$ cat config.mk
export PLATFORM = sky130hd
export DESIGN_NAME = pinmux_serializer
export DESIGN_NICKNAME = d
export VERILOG_FILES = /design/src/rtl/psm_pkg.sv /design/src/rtl/psm_clkdiv.sv /design/src/rtl/psm_frame_ctrl.sv /design/src/rtl/psm_lanes.sv /design/src/rtl/pinmux_serializer.sv
export SDC_FILE = /design/constraint.sdc
export NUM_CORES = 1
export LEC_CHECK = 0
export ABC_AREA = 0
export BUFFER_PORTS_ARGS = -buffer_cell sky130_fd_sc_hd__buf_2
export CAP_MARGIN = 20
export CORE_MARGIN = 2
export CORE_UTILIZATION = 35
export CTS_BUF_LIST = sky130_fd_sc_hd__clkbuf_4
export DETAILED_ROUTE_END_ITERATION = 16
export PLACE_DENSITY = 0.61
export SYNTH_ARGS = -nofsm -noshare
export SYNTH_HDL_FRONTEND = slang
export SYNTH_SLANG_ARGS = --single-unit
$ cat constraint.sdc
create_clock -name clk -period 3.2 [get_ports clk]
set_clock_uncertainty 0.15 [all_clocks]
set_input_delay 0.48 -clock clk [delete_from_list [all_inputs] [get_ports clk]]
set_output_delay 0.48 -clock clk [all_outputs]
set_load 0.01 [all_outputs]
$ cat src/rtl/psm_pkg.sv
package psm_pkg;
  typedef enum logic {PH_LOW = 1'b0, PH_HIGH = 1'b1} phase_e;

  typedef struct packed {
    logic tdm;
    logic cont;
  } mode_t;
endpackage

$ cat src/rtl/psm_clkdiv.sv
module psm_clkdiv #(
  parameter int DIV_W = 8
) (
  input  logic             clk,
  input  logic             rst,
  input  logic             run,
  input  logic [DIV_W-1:0] div,
  output logic             tick
);
  logic [DIV_W-1:0] cnt_q;

  always_ff @(posedge clk) begin
    if (rst || !run)    cnt_q <= '0;
    else if (cnt_q == div) cnt_q <= '0;
    else                cnt_q <= cnt_q + 1'b1;
  end

  assign tick = run && (cnt_q == div);
endmodule

$ cat src/rtl/psm_frame_ctrl.sv
module psm_frame_ctrl
  import psm_pkg::*;
#(
  parameter int TOTAL = 64,
  parameter int DIV_W = 8,
  parameter int LEN_W = $clog2(TOTAL + 1),
  parameter int IDX_W = $clog2(TOTAL)
) (
  input  logic             clk,
  input  logic             rst,
  input  logic             cfg_enable,
  input  logic             cfg_tdm,
  input  logic             cfg_cont,
  input  logic [LEN_W-1:0] cfg_len,
  input  logic [DIV_W-1:0] cfg_div,
  input  logic             start,
  input  logic             tick,
  output logic             busy,
  output logic [DIV_W-1:0] div_l,
  output logic [LEN_W-1:0] len_l,
  output logic [IDX_W-1:0] bit_idx,
  output logic             tdm_l,
  output logic             launch,
  output logic             sample,
  output logic             finish,
  output logic             sclk,
  output logic             done,
  output logic             irq
);
  phase_e phase_q;
  mode_t  mode_q;
  logic   last_bit;

  function automatic logic [LEN_W-1:0] clamp_len(input logic [LEN_W-1:0] v);
    if (v == '0)                return LEN_W'(1);
    else if (v > LEN_W'(TOTAL)) return LEN_W'(TOTAL);
    else                        return v;
  endfunction

  assign launch   = !busy && cfg_enable && (cfg_cont || start);
  assign last_bit = (LEN_W'(bit_idx) == (len_l - 1'b1));
  assign sample   = busy && tick && (phase_q == PH_LOW);
  assign finish   = busy && tick && (phase_q == PH_HIGH) && last_bit;
  assign tdm_l    = mode_q.tdm;

  always_ff @(posedge clk) begin
    if (rst) begin
      busy    <= 1'b0;
      phase_q <= PH_LOW;
      bit_idx <= '0;
      len_l   <= LEN_W'(1);
      div_l   <= '0;
      mode_q  <= '0;
      sclk    <= 1'b0;
      done    <= 1'b0;
      irq     <= 1'b0;
    end else begin
      irq <= 1'b0;
      if (launch) begin
        busy    <= 1'b1;
        phase_q <= PH_LOW;
        bit_idx <= '0;
        len_l   <= clamp_len(cfg_len);
        div_l   <= cfg_div;
        mode_q  <= '{tdm: cfg_tdm, cont: cfg_cont};
        done    <= 1'b0;
      end else if (busy && tick) begin
        if (phase_q == PH_LOW) begin
          phase_q <= PH_HIGH;
          sclk    <= 1'b1;
        end else begin
          phase_q <= PH_LOW;
          sclk    <= 1'b0;
          if (last_bit) begin
            busy <= 1'b0;
            if (!mode_q.cont) begin
              done <= 1'b1;
              irq  <= 1'b1;
            end
          end else begin
            bit_idx <= bit_idx + 1'b1;
          end
        end
      end
    end
  end
endmodule

$ cat src/rtl/psm_lanes.sv
module psm_lanes #(
  parameter int GRP_W = 16,
  parameter int N_GRP = 4,
  parameter int TOTAL = GRP_W * N_GRP,
  parameter int LEN_W = $clog2(TOTAL + 1),
  parameter int IDX_W = $clog2(TOTAL)
) (
  input  logic             clk,
  input  logic             rst,
  input  logic             launch,
  input  logic             sample,
  input  logic             finish,
  input  logic [IDX_W-1:0] bit_idx,
  input  logic [LEN_W-1:0] len_l,
  input  logic [N_GRP-1:0] short_cfg,
  input  logic [TOTAL-1:0] src_flat,
  input  logic             ser_din,
  output logic             dout_bit,
  output logic [TOTAL-1:0] dst_flat
);
  logic [TOTAL-1:0] snap_q;
  logic [TOTAL-1:0] shadow_q;
  logic [N_GRP-1:0] short_q;

  always_ff @(posedge clk) begin
    if (rst) begin
      snap_q  <= '0;
      short_q <= '0;
    end else if (launch) begin
      snap_q  <= src_flat;
      short_q <= short_cfg;
    end
  end

  always_ff @(posedge clk) begin
    if (rst)         shadow_q <= '0;
    else if (sample) shadow_q[bit_idx] <= ser_din;
  end

  assign dout_bit = snap_q[bit_idx];

  for (genvar g = 0; g < N_GRP; g++) begin : g_grp
    logic [GRP_W-1:0] grp_q;
    always_ff @(posedge clk) begin
      if (rst) begin
        grp_q <= '0;
      end else if (finish) begin
        for (int i = 0; i < GRP_W; i++) begin
          if (LEN_W'(g * GRP_W + i) < len_l)
            grp_q[i] <= short_q[g] ? snap_q[g*GRP_W+i] : shadow_q[g*GRP_W+i];
        end
      end
    end
    assign dst_flat[g*GRP_W +: GRP_W] = grp_q;
  end
endmodule

$ cat src/rtl/pinmux_serializer.sv
module pinmux_serializer #(
  parameter int GRP_W = 16,
  parameter int DIV_W = 8,
  localparam int N_GRP = 4,
  localparam int TOTAL = GRP_W * N_GRP,
  localparam int LEN_W = $clog2(TOTAL + 1),
  localparam int IDX_W = $clog2(TOTAL)
) (
  input  logic             clk,
  input  logic             rst,
  input  logic             cfg_enable,
  input  logic             cfg_tdm,
  input  logic             cfg_cont,
  input  logic [LEN_W-1:0] cfg_len,
  input  logic [DIV_W-1:0] cfg_div,
  input  logic [N_GRP-1:0] cfg_short,
  input  logic             start,
  input  logic [GRP_W-1:0] src_timer_a,
  input  logic [GRP_W-1:0] src_timer_b,
  input  logic [GRP_W-1:0] src_pwm,
  input  logic [GRP_W-1:0] src_gpio,
  input  logic             ser_din,
  output logic [GRP_W-1:0] dst_timer_a,
  output logic [GRP_W-1:0] dst_timer_b,
  output logic [GRP_W-1:0] dst_pwm,
  output logic [GRP_W-1:0] dst_gpio,
  output logic             ser_clk,
  output logic             ser_dout,
  output logic             ser_csn,
  output logic             ser_sync,
  output logic             busy,
  output logic             done,
  output logic             irq
);
  logic             tick, launch, sample, finish, tdm_l, dout_bit;
  logic [DIV_W-1:0] div_l;
  logic [LEN_W-1:0] len_l;
  logic [IDX_W-1:0] bit_idx;
  logic [TOTAL-1:0] src_flat, dst_flat;

  assign src_flat = {src_gpio, src_pwm, src_timer_b, src_timer_a};

  psm_clkdiv #(.DIV_W(DIV_W)) u_div (
    .clk(clk), .rst(rst), .run(busy), .div(div_l), .tick(tick)
  );

  psm_frame_ctrl #(.TOTAL(TOTAL), .DIV_W(DIV_W), .LEN_W(LEN_W), .IDX_W(IDX_W)) u_ctrl (
    .clk(clk), .rst(rst), .cfg_enable(cfg_enable), .cfg_tdm(cfg_tdm),
    .cfg_cont(cfg_cont), .cfg_len(cfg_len), .cfg_div(cfg_div), .start(start),
    .tick(tick), .busy(busy), .div_l(div_l), .len_l(len_l), .bit_idx(bit_idx),
    .tdm_l(tdm_l), .launch(launch), .sample(sample), .finish(finish),
    .sclk(ser_clk), .done(done), .irq(irq)
  );

  psm_lanes #(.GRP_W(GRP_W), .N_GRP(N_GRP), .TOTAL(TOTAL), .LEN_W(LEN_W), .IDX_W(IDX_W)) u_lanes (
    .clk(clk), .rst(rst), .launch(launch), .sample(sample), .finish(finish),
    .bit_idx(bit_idx), .len_l(len_l), .short_cfg(cfg_short), .src_flat(src_flat),
    .ser_din(ser_din), .dout_bit(dout_bit), .dst_flat(dst_flat)
  );

  assign ser_dout    = busy && dout_bit;
  assign ser_csn     = !(busy && !tdm_l);
  assign ser_sync    = busy && tdm_l && (bit_idx == '0);
  assign dst_timer_a = dst_flat[0*GRP_W +: GRP_W];
  assign dst_timer_b = dst_flat[1*GRP_W +: GRP_W];
  assign dst_pwm     = dst_flat[2*GRP_W +: GRP_W];
  assign dst_gpio    = dst_flat[3*GRP_W +: GRP_W];
endmodule

==> metrics.md <==
| Metric | Value |
|---|---|
| Status | `finished, violations left` |
| Failing checks | `negative setup slack` |
| Syn Nets | `1374` |
| Clock latency on the worst-skew pair | `0.72 ns` |
| CP Launch Point | `u_ctrl.bit_idx[2]$_SDFFE_PP0P_` |
| Synth-to-Final Area Change | `27.8%` |
| Startpoint types | `register` |
| # IOs | `161` |
| Min Clock Period, post-route | `3.21 ns` |
| Detailed Route WL | `37100 µm` |
| CP cell instances | `buf_8, buf_6, mux4_2, nand2_1, a311oi_2, nor4_2, nor3_2, buf_2` |
| Synth async-reset ratio | `0%` |
| CTS Buf Count | `61` |
| Die Wd | `183 µm` |
| Nets | `1639` |
| Non-filler instance count after layout | `1989` |
| Worst Hold Class | `in2reg` |
| Clock Tree Root | `clkbuf_4` |
| PortBufs | `160` |
| Post-synth cell types | `60` |
| CTS clk-pin slew, worst paths | `0.06 ns` |
| Warnings from Yosys | `0` |
| R2R setup slack | `0.43 ns` |
| Critical path capture point type | `output pin` |
| CP endpoint | `ser_dout` |
| Vias in the first global route | `10200` |
| Die Span Y | `183 µm` |
| Synthesized instance count | `1279` |
| GRT Total Usage | `21.6%` |
| CTS Sinks | `232` |
| Netlist Area Pre-Place | `11200 µm²` |
| Worst slew pin tran | `1.10 ns` |
| RSZ-0062 raised after global routing | `yes` |
| Vias per cell | `5.28` |
| Comb pwr share | `10.8%` |
| Wire per inst | `18.7 µm` |
| Area leader, netlist | `dfxtp_1` |
| Avg Inst Size Synth | `8.76 µm²` |
| Leakage | `5.69 nW` |
| Pwr/cell area | `430 nW/µm²` |
| Reg area | `4660 µm²` |
| Post-route ant nets | `0` |
| EDFF count, synth | `0` |
| Vias | `10500` |
| Fin. Hold Viols | `0` |
| WP data required | `2.57 ns` |
| Worst R2R End | `u_lanes.g_grp[2].grp_q[0]$_SDFFE_PP0P_` |
| First-pass DRT Iterations | `8` |
| CP Data Arrival Time | `2.58 ns` |
| Sequential-to-total area share from yosys stat | `41.5%` |
| VDD IR max | `0.251 mV` |
| First-pass GRT wire length | `56700 µm` |
| Critical path class | `reg2out` |
| Multi-input gate area | `6100 µm²` |
| R2R depth | `9` |
| Max Buffers Root-to-Sink | `3` |
| Placed cells | `1786` |
| Area contributors post-synth | `dfxtp_1, mux2i_1, nand2_1` |
| Final Setup Violations | `1` |
| Site row count | `65` |
| Reg2reg start | `u_ctrl.len_l[1]$_SDFFE_PP0P_` |
| Initial drt markers | `696` |
| Share of layout cells above drive strength 1 | `25.1%` |
| CTS tree | `yes` |
| Global route overflow | `0` |
| Number of antenna violations at the first check in global routing | `1` |
| Drt drc | `0` |
| Fillers | `3092` |
| Period utilization | `100%` |
| Pin count of the biggest net entering global routing | `127` |
| PnR worst setup slack | `-0.0141 ns` |
| Gpl congestion | `0.896` |
| Starting Density | `35.5%` |
| Register bit total from synthesis | `232` |
| Pint | `0.00446 W` |
| Clk pwr share | `39.5%` |
| Max FO, Critical Path | `11` |
| Max cap viols | `0` |
| Highest Clock Rate | `311 MHz` |
| Sequential Power Share | `49.6%` |
| CP max stage delay | `0.38 ns` |
| P_sw | `0.00169 W` |
| Top cell type's share of synthesized area | `41.5%` |
| Slew HR | `26.4%` |
| Fin Hold WS | `0.104 ns` |
| Pins Over Slew Limit | `0` |
| DIE AREA | `33500 µm²` |
| Core Area | `31600 µm²` |
| Post-DP HPWL | `25300 µm` |
| CTS H-tree lvls | `2` |
| Slowest CP cell | `dfxtp_4` |
| Sw Share | `27.6%` |
| Most used DFF post-synth | `dfxtp_1` |
## worst max-delay path, delay by kind of cell (launching register included)
| kind | cells | cell delay, ns |
|---|---|---|
| AO/OA/AOI/OAI | 1 | 0.31 |
| buffers and inverters | 3 | 0.47 |
| AND/OR/NAND/NOR | 3 | 0.45 |
| multiplexers | 1 | 0.25 |
| flip-flops | 1 | 0.38 |
## through the flow
stage / cell area (µm²) / TNS (ns) / setup WS (ns) / total power (W) / utilization, %
final: 14300 / -0.0141 / -0.0141 / 0.00615 / 45.4
after global routing: 14300 / -0.107 / -0.107 / 0.00645 / 45.4
after CTS: 14300 / 0 / 0.00373 / 0.00621 / 45.2
after detailed placement: 12500 / 0 / 0.366 / 0.00369 / 39.6
after global placement: 12500 / 0 / 0.446 / 0.00369 / 39.6
after floorplan: 11200 / 0 / 0.628 / 0.00345 / -
## flip-flops by register name, summed over array words and instances (netlist names), 4 cells and up
register / flops
u_lanes.snap_q: 64
u_ctrl.len_l: 7
u_lanes.short_q: 4
u_div.cnt_q: 8
u_lanes.g_grp.grp_q: 64
u_ctrl.bit_idx: 6
u_ctrl.div_l: 8
u_lanes.shadow_q: 64
## power groups by stage
stage          Sequential [W]  Combinational [W]  Clock [W]
6_report              0.00305           0.000667    0.00243
5_1_grt               0.00306           0.000731    0.00266
4_1_cts               0.00305           0.000666    0.00249
2_1_floorplan         0.00306           0.000393          0
3_5_place_dp          0.00312           0.000576          0
3_3_place_gp          0.00312           0.000570          0
## layout by cell type, fill, tap and decap left out, drive strengths merged, types with 3 or more instances in the layout
cell	netlist	routed
xnor2	6	6
nand2b	69	69
clkinv	1	19
dlygate4sd3	0	89
mux2	6	6
o21ai	27	27
a21oi	130	130
nor2	33	33
nor3	14	14
and2	6	6
clkbuf	68	85
nor2b	4	4
a211oi	7	7
nand2	282	282
and3	13	13
mux4	4	4
o21bai	8	8
a31oi	33	33
nand3	17	17
ha	5	5
dfxtp	232	232
a311oi	59	59
xor2	17	17
nand3b	8	8
o211ai	4	4
mux2i	136	136
buf	36	215
inv	12	13
o22ai	3	3
nor4	9	9
or3	3	3
o31ai	4	4
## metal layers
layer  global-route usage, %  routed length [µm]
met3                    3.22                2200
met1                    29.1               16800
met4                    6.69                 743
met5                       0                   0
met2                    35.8               17400
## area by class of cell
| type | count | area share (%) |
|---|---|---|
| flip-flops and latches | 232 | 32.5 |
| clock inverters | 21 | 0.621 |
| inverters | 13 | 0.367 |
| well taps | 402 | 3.51 |
| clock buffers | 84 | 4.41 |
| diodes | 1 | 0.0175 |
| repair buffers | 306 | 15.9 |
| multi-input cells | 930 | 42.6 |
## Yosys cell counts (3+ instances only)
cell type	n
a211oi_1	5
a21oi_1	105
a21oi_2	25
a311oi_1	34
a311oi_2	25
a31oi_1	33
and2_1	6
and3_1	13
buf_1	13
buf_12	3
buf_2	10
buf_4	8
clkbuf_1	68
dfxtp_1	232
ha_1	5
inv_1	11
mux2_2	6
mux2i_1	136
mux4_2	4
nand2_1	282
nand2b_1	69
nand3_1	17
nand3b_1	8
nor2_1	33
nor2b_1	4
nor3_1	13
nor4_1	9
o211ai_1	4
o21ai_0	26
o21bai_1	8
o22ai_1	3
o31ai_1	4
or3_1	3
xnor2_1	6
xor2_1	17
## repair_timing
action / in CTS / in global routing
hold buffers: 89 / 0
pin swaps: 7 / 0
resized for setup: 27 / 1
hold endpoints to repair: 87 / 0
gates cloned: 1 / 1
setup endpoints to repair: 1 / 1
buffers inserted: 7 / 0
## cell families (layout without fill, tap and decap cells)
logic type | count (synthesis) | after routing | share of synthesized area [%]
AND/OR/NAND/NOR | 467 | 467 | 19.1
AO/OA/AOI/OAI | 289 | 289 | 18.6
flip-flops | 232 | 232 | 41.5
multiplexers | 146 | 146 | 13.6
buffers and inverters | 117 | 424 | 4.90
XOR/XNOR | 23 | 23 | 1.80
adder cells (fa/ha/maj) | 5 | 5 | 0.558
other | 0 | 1 | 0
## worst min-delay path by stage
| stage | startpoint | endpoint | slack (ns) | depth (start not counted) |
|---|---|---|---|---|
| after floorplan | u_ctrl.mode_q[0]$_SDFFE_PP0P_ | u_ctrl.irq$_SDFF_PP0_ | 0.27 | 1 |
| after global placement | u_lanes.short_q[3]$_SDFFE_PP0P_ | u_lanes.short_q[3]$_SDFFE_PP0P_ | 0.30 | 2 |
| after detailed placement | u_ctrl.done$_SDFFE_PP0P_ | u_ctrl.done$_SDFFE_PP0P_ | 0.30 | 1 |
| after CTS | ser_din | u_lanes.shadow_q[37]$_SDFFE_PP0P_ | 0.07 | 3 |
| after global routing | ser_din | u_lanes.shadow_q[33]$_SDFFE_PP0P_ | 0.08 | 3 |
| final | ser_din | u_lanes.shadow_q[37]$_SDFFE_PP0P_ | 0.10 | 3 |
(Power assumes the default switching activity.)
